`config.mk`:
```
export PLATFORM = sky130hd
export DESIGN_NAME = port_quiesce_ctrl
export DESIGN_NICKNAME = d
export VERILOG_FILES = /design/src/rtl/pq_pkg.sv /design/src/rtl/pq_in_reg.sv /design/src/rtl/pq_timer.sv /design/src/rtl/pq_fsm.sv /design/src/rtl/port_quiesce_ctrl.sv
export SDC_FILE = /design/constraint.sdc
export NUM_CORES = 1
export LEC_CHECK = 0
export CAP_MARGIN = 20
export CORE_MARGIN = 4
export CORE_UTILIZATION = 30
export CTS_CLUSTER_DIAMETER = 120
export DETAILED_ROUTE_END_ITERATION = 10
export MAX_ROUTING_LAYER = met4
export PLACE_DENSITY = 0.59
export SETUP_SLACK_MARGIN = 0.15
export SYNTH_ARGS = -nofsm -noshare
export SYNTH_HDL_FRONTEND = slang
export SYNTH_SLANG_ARGS = --single-unit
```
`constraint.sdc`:
```
create_clock -name clk -period 1.4 [get_ports clk]
set_input_delay 0.14 -clock clk [delete_from_list [all_inputs] [get_ports clk]]
set_output_delay 0.14 -clock clk [all_outputs]
set_load 0.01 [all_outputs]
```
`src/rtl/pq_pkg.sv`:
```
`timescale 1ns/1ps
package pq_pkg;
  typedef enum logic [1:0] {
    PQ_IDLE  = 2'd0,
    PQ_WAIT  = 2'd1,
    PQ_CHECK = 2'd2
  } pq_state_e;
endpackage

```
`src/rtl/pq_in_reg.sv`:
```
`timescale 1ns/1ps
// Register chain for port status inputs before the FSM uses them.
module pq_in_reg #(
  parameter int WIDTH  = 2,
  parameter int STAGES = 2
) (
  input  logic             clk,
  input  logic             rst,
  input  logic [WIDTH-1:0] d_i,
  output logic [WIDTH-1:0] q_o
);
  logic [WIDTH-1:0] chain [STAGES];

  generate
    for (genvar s = 0; s < STAGES; s++) begin : g_stage
      if (s == 0) begin : g_first
        always_ff @(posedge clk) begin
          if (rst) chain[0] <= '0;
          else     chain[0] <= d_i;
        end
      end else begin : g_next
        always_ff @(posedge clk) begin
          if (rst) chain[s] <= '0;
          else     chain[s] <= chain[s-1];
        end
      end
    end
  endgenerate

  assign q_o = chain[STAGES-1];
endmodule

```
`src/rtl/pq_timer.sv`:
```
`timescale 1ns/1ps
// Poll interval counter and poll limit counter.
module pq_timer #(
  parameter int POLL_CYCLES   = 4,
  parameter int TIMEOUT_POLLS = 25
) (
  input  logic clk,
  input  logic rst,
  input  logic run_i,
  output logic tick_o,
  output logic final_o
);
  localparam int CW = (POLL_CYCLES > 1) ? $clog2(POLL_CYCLES) : 1;
  localparam int PW = (TIMEOUT_POLLS > 1) ? $clog2(TIMEOUT_POLLS) : 1;
  localparam logic [CW-1:0] CYC_LAST  = CW'(POLL_CYCLES - 1);
  localparam logic [PW-1:0] POLL_LAST = PW'(TIMEOUT_POLLS - 1);

  logic [CW-1:0] cyc_q;
  logic [PW-1:0] poll_q;

  assign tick_o  = run_i && (cyc_q == CYC_LAST);
  assign final_o = (poll_q == POLL_LAST);

  always_ff @(posedge clk) begin
    if (rst || !run_i) begin
      cyc_q  <= '0;
      poll_q <= '0;
    end else if (tick_o) begin
      cyc_q <= '0;
      if (!final_o) poll_q <= poll_q + 1'b1;
    end else begin
      cyc_q <= cyc_q + 1'b1;
    end
  end

  generate
    if (POLL_CYCLES > 1) begin : g_tick_chk
      // poll edges are spaced, never back to back
      a_r4_tick_spacing: assert property (@(posedge clk) disable iff (rst)
        tick_o |=> !tick_o);
    end
  endgenerate
endmodule

```
`src/rtl/pq_fsm.sv`:
```
`timescale 1ns/1ps
module pq_fsm
  import pq_pkg::*;
(
  input  logic clk,
  input  logic rst,
  input  logic start_i,
  input  logic idle_q_i,
  input  logic ack_q_i,
  input  logic tick_i,
  input  logic final_i,
  output logic run_o,
  output logic halt_req_o,
  output logic done_o,
  output logic halt_fail_o
);
  pq_state_e state_q;

  assign run_o = (state_q == PQ_WAIT);

  always_ff @(posedge clk) begin
    if (rst) begin
      state_q     <= PQ_IDLE;
      halt_req_o  <= 1'b0;
      done_o      <= 1'b0;
      halt_fail_o <= 1'b0;
    end else begin
      done_o <= 1'b0;
      case (state_q)
        PQ_IDLE: begin
          if (start_i) begin
            if (idle_q_i) begin
              done_o      <= 1'b1;
              halt_fail_o <= 1'b0;
            end else begin
              halt_req_o <= 1'b1;
              state_q    <= PQ_WAIT;
            end
          end
        end
        PQ_WAIT: begin
          if (tick_i && (ack_q_i || final_i)) state_q <= PQ_CHECK;
        end
        PQ_CHECK: begin
          done_o      <= 1'b1;
          halt_fail_o <= !idle_q_i;
          halt_req_o  <= 1'b0;
          state_q     <= PQ_IDLE;
        end
        default: state_q <= PQ_IDLE;
      endcase
    end
  end

  // already-idle port completes next cycle with no request
  a_r2_idle_skip: assert property (@(posedge clk) disable iff (rst)
    (state_q == PQ_IDLE && start_i && idle_q_i) |=> (done_o && !halt_req_o));
  // request held during the wait
  a_r3_req_in_wait: assert property (@(posedge clk) disable iff (rst)
    (state_q == PQ_WAIT) |-> halt_req_o);
  // waiting only ends on a poll edge
  a_r4_exit_on_tick: assert property (@(posedge clk) disable iff (rst)
    (state_q == PQ_WAIT && !tick_i) |=> (state_q == PQ_WAIT));
  // request low when done
  a_r7_req_low_done: assert property (@(posedge clk) disable iff (rst)
    done_o |-> !halt_req_o);
  // request only rises after a start
  a_r8_req_from_start: assert property (@(posedge clk) disable iff (rst)
    $rose(halt_req_o) |-> $past(start_i));
  // done is a single-cycle pulse
  a_r9_done_pulse: assert property (@(posedge clk) disable iff (rst)
    done_o |=> !done_o);
  // failure flag changes only at completion
  a_r9_fail_hold: assert property (@(posedge clk) disable iff (rst)
    !done_o |-> $stable(halt_fail_o));
endmodule

```
`src/rtl/port_quiesce_ctrl.sv`:
```
`timescale 1ns/1ps
module port_quiesce_ctrl #(
  parameter int POLL_CYCLES   = 4,
  parameter int TIMEOUT_POLLS = 25,
  parameter int IN_STAGES     = 2
) (
  input  logic clk,
  input  logic rst,
  input  logic start_i,
  input  logic port_idle_i,
  input  logic halt_ack_i,
  output logic halt_req_o,
  output logic done_o,
  output logic halt_fail_o
);
  logic [1:0] stat_q;
  logic       tick, final_poll, run;

  pq_in_reg #(.WIDTH(2), .STAGES(IN_STAGES)) u_in (
    .clk (clk),
    .rst (rst),
    .d_i ({halt_ack_i, port_idle_i}),
    .q_o (stat_q)
  );

  pq_timer #(.POLL_CYCLES(POLL_CYCLES), .TIMEOUT_POLLS(TIMEOUT_POLLS)) u_timer (
    .clk     (clk),
    .rst     (rst),
    .run_i   (run),
    .tick_o  (tick),
    .final_o (final_poll)
  );

  pq_fsm u_fsm (
    .clk         (clk),
    .rst         (rst),
    .start_i     (start_i),
    .idle_q_i    (stat_q[0]),
    .ack_q_i     (stat_q[1]),
    .tick_i      (tick),
    .final_i     (final_poll),
    .run_o       (run),
    .halt_req_o  (halt_req_o),
    .done_o      (done_o),
    .halt_fail_o (halt_fail_o)
  );
endmodule

```
Yosys cells after proc, flatten, opt, wreduce, memory -nomap -nowiden
Memories as Yosys holds them, arrays and structs flattened.
Cells that the tools add are included.
- $add $sub $neg: 2
- equality and inequality tests: 8
- muxes and demuxes: 18
- bitwise logic cells: 3
- reductions and logical operators: 13
- operator list (kind ; number):
    2-to-1 mux 2 bit ; 5
    2-to-1 mux 1 bit ; 9
    AND reduction 3 bit ; 3
    != test 2 bit, second input constant ; 3
    one-hot mux 1 bit (2 select lines) ; 3
    adder 5 x 1 -> 5 bit, second input constant ; 1
    equality test 5 bit, second input constant ; 1
    equality test 2 bit, second input constant ; 2
    one-hot mux 2 bit (2 select lines) ; 1
    adder 2 x 1 -> 2 bit, second input constant ; 1
    equality test 2 x 1 -> 1 bit, second input constant ; 1
    logical AND 1 bit ; 2
    logical NOT 1 bit ; 2
    logical NOT 2 bit ; 1
    logical OR 1 bit ; 2
    != test 2 x 1 -> 1 bit, second input constant ; 1
    bitwise OR 1 bit ; 2
    AND reduction 2 bit ; 1
    nonzero test 2 bit ; 1
    OR reduction 2 bit ; 1
    inverter 1 bit ; 1
- register bits: 12
- RAM bits: 4
- input port bits: 5
- output and inout bits: 3
- logic and storage cells: 51
- memories kept: 1
- memory list (memory ; words ; bits a word ; rd ports ; clocked after Yosys merged registers in ; write ports ; RTL line ; RTL):
    u_in.chain ; 2 ; 2 ; 2 ; 0 ; 2 ; pq_in_reg.sv:12 ; logic [WIDTH-1:0] chain [STAGES];

Longest topological paths before layout
Gate-level depths: netlist of the first run.
- depth in word-level cells: 5
- mapped depth: 6
- gate-level depth less buffers: 5

By module
Synthesis of the first run repeated with hierarchy kept, for this count alone.
- cells, all modules: 67
- area, all modules: 664.4 sq um
- by module, submodules not included (module ; instances ; cells each ; area an instance (sq um) ; sequential area each (sq um)):
    pq_timer ; 1 ; 38 ; 341.6 ; 140.1
    pq_fsm ; 1 ; 21 ; 217.7 ; 100.1
    pq_in_reg ; 1 ; 8 ; 105.1 ; 80.1

Worst setup path after synthesis of the first run
OpenSTA, ideal clock, no wires.
- kind: register to register
- start: reg u_timer.poll_q[0]
- end: reg u_timer.poll_q[0]
- setup time: 0.070 ns
- arrival time: 1.328 ns
- required time: 1.330 ns
- setup slack: 0.002 ns
- stages on the path, launching flop included: 7
- buffers on the path: 1
- clock period less this slack: 1.398 ns
- cell sequence: dfxtp_1 > inv_1 > ha_1 > and4b_1 > buf_6 > or3_1 > a21oi_1
- longest elaborated chain between the ends: 3
- elaborated cells on any way between the ends: 4
- those cells by class: add/sub (1); eq/ne (1); bitwise (1); reduce/logical (1)
- ends and longest elaborated chain (what ; RTL line ; RTL):
    from (decl) ; pq_timer.sv:19 ; logic [PW-1:0] poll_q;
    from (signal assigned) ; pq_timer.sv:30 ; if (!final_o) poll_q <= poll_q + 1'b1;
    parallel branches: the longest is 3 deep, another holds adder 5 x 1 -> 5 bit ; -- ;
Parallel ways; which one is timed is not known.
A chain may end at the register's enable or synchronous reset.

Final worst setup path of the first run
- start: reg u_timer.poll_q[0]
- end: reg u_fsm.state_q[0]
- longest elaborated chain between the ends: 5
- ends and longest elaborated chain (what ; RTL line ; RTL):
    equality test 5 bit ; pq_timer.sv:22 ; assign final_o = (poll_q == POLL_LAST);
    logical OR 1 bit ; pq_fsm.sv:42 ; if (tick_i && (ack_q_i || final_i)) state_q <= PQ_CHECK;
    logical AND 1 bit ; pq_fsm.sv:42 ;
    != test 2 x 1 -> 1 bit (no line) ; -- ;
    AND reduction 3 bit (no line) ; -- ;
    to (signal assigned) ; pq_fsm.sv:42 ;
    to (signal assigned) ; pq_fsm.sv:48 ; state_q <= PQ_IDLE;
    to (signal assigned) ; pq_fsm.sv:50 ; default: state_q <= PQ_IDLE;
    to (decl) ; pq_fsm.sv:17 ; pq_state_e state_q;
No other way between the ends.

==> results of run 1 <==
## power by group through the flow
stage               Combinational (uW)  Clock, uW  Sequential, uW
floorplan                         36.2          0             486
global placement                  54.7          0             491
detailed placement                55.2          0             491
CTS                               54.7        242             481
global route                      59.9        262             482
finish                            53.8        229             479
## cell families after synthesis
logic type	count (synthesis)
compound gates	15
fa+ha+maj	3
buf+inv	5
simple gates	29
flops	16
## layer usage
metal / GRT usage / up-vias / routed length, um
li1: - / 259 / -
met1: 0.09983 / 221 / 488
met2: 0.1295 / 9 / 459
met3: 0.03270 / 5 / 37
met4: 0.07469 / 0 / 42
met5: - / - / 0
## stage by stage
stage / hold WS (ns) / utilization / total power (uW) / setup WS, ns / cells
final: 0.4056 / 0.3944 / 761.7 / 0.1143 / 106
after global routing: 0.4102 / 0.3944 / 803.5 / 0.04750 / 106
after CTS: 0.3996 / 0.3931 / 778.3 / 0.08257 / 106
after detailed placement: 0.4225 / 0.3794 / 546.5 / 0.08707 / 103
after global placement: 0.4144 / 0.3794 / 546.1 / 0.1133 / 103
after floorplan: 0.2682 / - / 522.0 / 0.05183 / 68
## cell type report
| class | instances | area share |
|---|---|---|
| flip-flops and latches | 16 | 0.4136 |
| multi-input cells | 47 | 0.3835 |
| repair buffers | 11 | 0.1220 |
| well taps | 27 | 0.04279 |
| clock buffers | 3 | 0.02853 |
| inverters | 2 | 0.009509 |
## cells in the mapped netlist, types with 2 or more instances
library cell and count:
o21ai_1 2, nor3b_1 4, inv_1 2, ha_1 3
o21ai_0 3, nand2_1 4, nor2_1 4, dfxtp_1 16
or3_1 4, nor3_1 3, a21oi_1 6, nor2b_1 6
## final timing paths
check,depth (start not counted),slack [ns],end,from
worst max register to register,6,0.11,u_fsm.state_q[0],u_timer.poll_q[0]
worst max-delay path,6,0.11,u_fsm.state_q[0],u_timer.poll_q[0]
worst min-delay path,2,0.41,u_in.chain[0][1],halt_ack_i
worst min register to register,1,0.41,u_timer.cyc_q[0],u_timer.cyc_q[0]
## flip-flops by register name, indices dropped and copies added (netlist names)
register / cells
u_timer.cyc_q: 2
u_timer.poll_q: 5
u_fsm.halt_req_o: 1
u_in.chain: 4
u_fsm.halt_fail_o: 1
u_fsm.done_o: 1
u_fsm.state_q: 2
## timing repair
item | in CTS | in global routing
resized for setup | 6 | 1
endpoints found under the setup margin | 9 | 7
pin swaps | 4 | 2
==> impl_metrics.toml, run 1 <==
[outcome]
status = "finished clean"

[timing]
max_freq_mhz = 777.8
finClkSkew_ns = 0.001645
rsz0062_at_grt = "yes"
hold_violations = 0
tns_ns = 0
max_slew_margin = 0.8011
fin_crit_sh = 0.9184
worstMarginPinSlew_ns = 0.2978
finalSetupViolCount = 0
period_needed_ns = 1.286
slew_violations = 0

[finish]
drive_above_1_share = 0.1899
layout_commonest_cell = "dfxtp_1"
syn2layout_area_growth_pct = 23.24
register_area_um2 = 326.6
multi_input_area_um2 = 302.8
final_area_um2 = 789.5
layout.nets = 89
diodes = 0
layout_common_cells = "dfxtp_1, a21oi_1, nor2b_1"
n_fill_cell = 218

[grt]
gr-total-overflow = 0
grt_pass1_vias = 440
antenna_found_initial = 0
grt_usage = 0.09059
grt_pass1_wl_um = 1773
grt_max_degree = 11

[cts]
clock_path_buffers = 2
numCtsBuffers = 3
cts_setup_buffers = 0
cts_max_level = 1
cts_hold_buf = 0
clk_pin_slew_ns = 0.08
root_buffer = "clkbuf_4"
cts_tree = "built"
cts.sinks = 16
insertion_delay_ns = 0.28

[place]
hpwl_um = 819.7
place_area_um2 = 759.5
gp_congestion = 0.7266
io_buffers = 7

[floorplanning]
initial_core_util = 0.3200
core_um2 = 2002
dieArea_um2 = 2939
rows = 16
pin_count = 8
die_h_um = 54.21
fp.dieW_um = 54.21

[pwr]
p_int_uw = 599.2
power_switching_uw = 162.5
power_density_nw_per_um2 = 964.7
combinationalPowerShare = 0.071
vdd_drop_max_v = 0.0004921
sequentialPowerShare = 0.629
sw_frac_of_total = 0.2133
p_leak_uw = 0.0002921
clockPowerShare = 0.301

[yosys]
yosys-top-cells-area = "dfxtp_1, ha_1, nor2b_1"
synth_xor_area_frac = 0
yosys_warnings = 0
ys.flop_type = "dfxtp_1"
syn-num-nets = 76
netlist.area_leader.share = 0.5000
ys_ff_latch = 16
ys_types = 23
synthArstFlopShare = 0
synth_edf_count = 0
synth_top_area_cell = "dfxtp_1"
syn_area_um2 = 640.6
synth_top_family_by_area = "simple AND/OR/NAND/NOR gates"
seq_area_frac_synth = 0.5000
synth_cells = 68
synth_compound_area_frac = 0.1348
avgSynthCellArea_um2 = 9.421
synth.mux.area_fraction = 0
synth_adder_area_share = 0.05859
synthSimpleGateAreaFrac = 0.2637

[routing]
vias = 494
dr.pass1.iters = 4
finalWirelength_um = 1029
wl_per_cell_um = 9.708
ant_nets = 0
drtIter0Drc = 6
routed_via_density = 4.660
remaining_drc_errors = 0

[setup_path]
worstPathMaxFanout = 5
arrival_ns = 1.46
critPathBufInv = 2
end_kind = "flip-flop"
worstPathCellList = "inv_2 -> ha_2 -> and4b_1 -> buf_4 -> nor3b_2 -> o31a_1"
crit_path_max_incr_delay_ns = 0.37
timing.critical_path.max_delay_family = "flip-flops"
cp.required_ns = 1.58
slowest_stage = "dfxtp_4"
start_kind = "flip-flop"
crit_type = "reg2reg"

[worst_hold_path]
min_path_type = "in2reg"

[flow_run]
drv_cap = 0
Power figures use the tool's default switching activity.
==> inputs of run 2 (changes only) <==
- PLACE_DENSITY: 0.59 -> default
- PLACE_DENSITY_LB_ADDON: default -> 0.08
==> impl_metrics.toml, run 2 (synthesis gave the netlist of run 1 again) <==
[outcome]
status = "finished clean"

[routing]
remaining_drc_errors = 0
routed_via_density = 4.655
ant_nets = 0
vias = 512
drtIter0Drc = 8
finalWirelength_um = 1130
dr.pass1.iters = 4
wl_per_cell_um = 10.27

[finish]
largest_reg_flops = 5
layout_common_cells = "dfxtp_1, buf_4, nor2b_1, a21oi_1"
top_regs = "u_timer.poll_q: 5 flops, u_in.chain: 4 flops"
layout.nets = 92
final_area_um2 = 865.8
fin_cells = 110
layout_commonest_cell = "dfxtp_1"
drive_above_1_share = 0.2892
diodes = 0
syn2layout_area_growth_pct = 35.16
regMostFlops = "u_timer.poll_q"

[timing]
max_slew_margin = 0.8060
hold_violations = 0
worstMarginPinSlew_ns = 0.2904
finClkSkew_ns = 0.007867
period_needed_ns = 1.377
tns_ns = 0
fin_crit_sh = 0.9837
rsz0062_at_grt = "yes"
slew_violations = 0
finalSetupViolCount = 0
hold_ws_ns = 0.4007
max_freq_mhz = 726.1
layout_setup_ws_ns = 0.02283

[setup_path]
crit_start = "u_timer.poll_q[0]"
r2r_setup_slack_ns = 0.02
endpoint = "u_timer.poll_q[0]"
start_kind = "flip-flop"
rr_endpoint = "u_timer.poll_q[0]"
worstPathMaxFanout = 5
worstPathCellList = "inv_2 -> ha_4 -> and4b_2 -> or3_4 -> a21oi_2"
r2r_start = "u_timer.poll_q[0]"
crit_path_max_incr_delay_ns = 0.39
cp.required_ns = 1.62
crit_type = "reg2reg"
end_kind = "flip-flop"
rr_worst_depth = 5
arrival_ns = 1.59
slowest_stage = "or3_4"

[worst_hold_path]
min_path_type = "in2reg"

[floorplanning]
rows = 16
initial_core_util = 0.3200
dieArea_um2 = 2939
pin_count = 8
fp.dieW_um = 54.21
die_h_um = 54.21
core_um2 = 2002

[cts]
root_buffer = "clkbuf_4"
insertion_delay_ns = 0.28
numCtsBuffers = 3
cts.sinks = 16
clk_pin_slew_ns = 0.09
clock_path_buffers = 2
cts_hold_buf = 0
cts_max_level = 1
cts_tree = "built"

[place]
place_inst = 104
hpwl_um = 830
place_area_um2 = 767.0
dp_slack_ns = 0.05804
io_buffers = 7
gp_congestion = 0.6929

[grt]
grt_usage = 0.1006
grt_pass1_vias = 523
grt_max_degree = 10
grt_pass1_wl_um = 2063
antenna_found_initial = 0
gr-total-overflow = 0

[pwr]
power_density_nw_per_um2 = 966.3
vdd_drop_max_v = 0.0003949
p_leak_uw = 0.0003222

[flow_run]
drv_cap = 0
## run 2: critical path, delay by kind of cell, from the launching register on
kind                       cells  cell delay (ns)
and+or+nand+nor                2             0.63
buffers and inverters          1             0.04
AOI/OAI and AO/OA              1             0.12
adders and majority gates      1             0.14
DFF                            1             0.38
## run 2: cell type report
cell class / count / area (um^2)
clock buffers: 4 / 36.28
fillers: 205 / 1136
inverters: 2 / 10.01
multi-input cells: 47 / 336.6
flip-flops and latches: 16 / 330.3
well taps: 27 / 33.78
repair buffers: 14 / 118.9
## run 2: stage by stage
stage	utilization	power, uW
after floorplan	-	522.0
after global placement	0.3831	552.2
after detailed placement	0.3831	552.0
after CTS	0.4113	859.1
after global routing	0.4325	879.4
final	0.4325	836.7
## run 2: repair_timing
item / 4_1_cts / 5_1_grt
pin swaps: 6 / 5
setup buffers: 1 / 1
gates resized for setup: 8 / 8
setup endpoints to repair: 8 / 7
## run 2: metal layers
| layer | routed length, um | global-route usage | up-vias |
|---|---|---|---|
| met5 | 0 | - | - |
| met4 | 16 | 0.06224 | 0 |
| met3 | 43 | 0.02452 | 2 |
| met2 | 518 | 0.1514 | 7 |
| met1 | 551 | 0.1200 | 229 |
| li1 | - | - | 274 |
## run 2: worst min-delay path by stage
stage | start | to | slack [ns] | cells after the start
after floorplan | port_idle_i | u_in.chain[0][0] | 0.27 | 1
after global placement | u_timer.cyc_q[0] | u_timer.cyc_q[0] | 0.42 | 1
after CTS | halt_ack_i | u_in.chain[0][1] | 0.39 | 2
after global routing | halt_ack_i | u_in.chain[0][1] | 0.41 | 2
after detailed placement | u_timer.cyc_q[0] | u_timer.cyc_q[0] | 0.42 | 1
final | halt_ack_i | u_in.chain[0][1] | 0.40 | 2
## run 2: report_power, final
| group | switching (uW) | internal (uW) | total (uW) |
|---|---|---|---|
| sequential | 9.98 | 466 | 476 |
| clock | 138 | 158 | 297 |
| combinational | 27.6 | 36.1 | 63.6 |
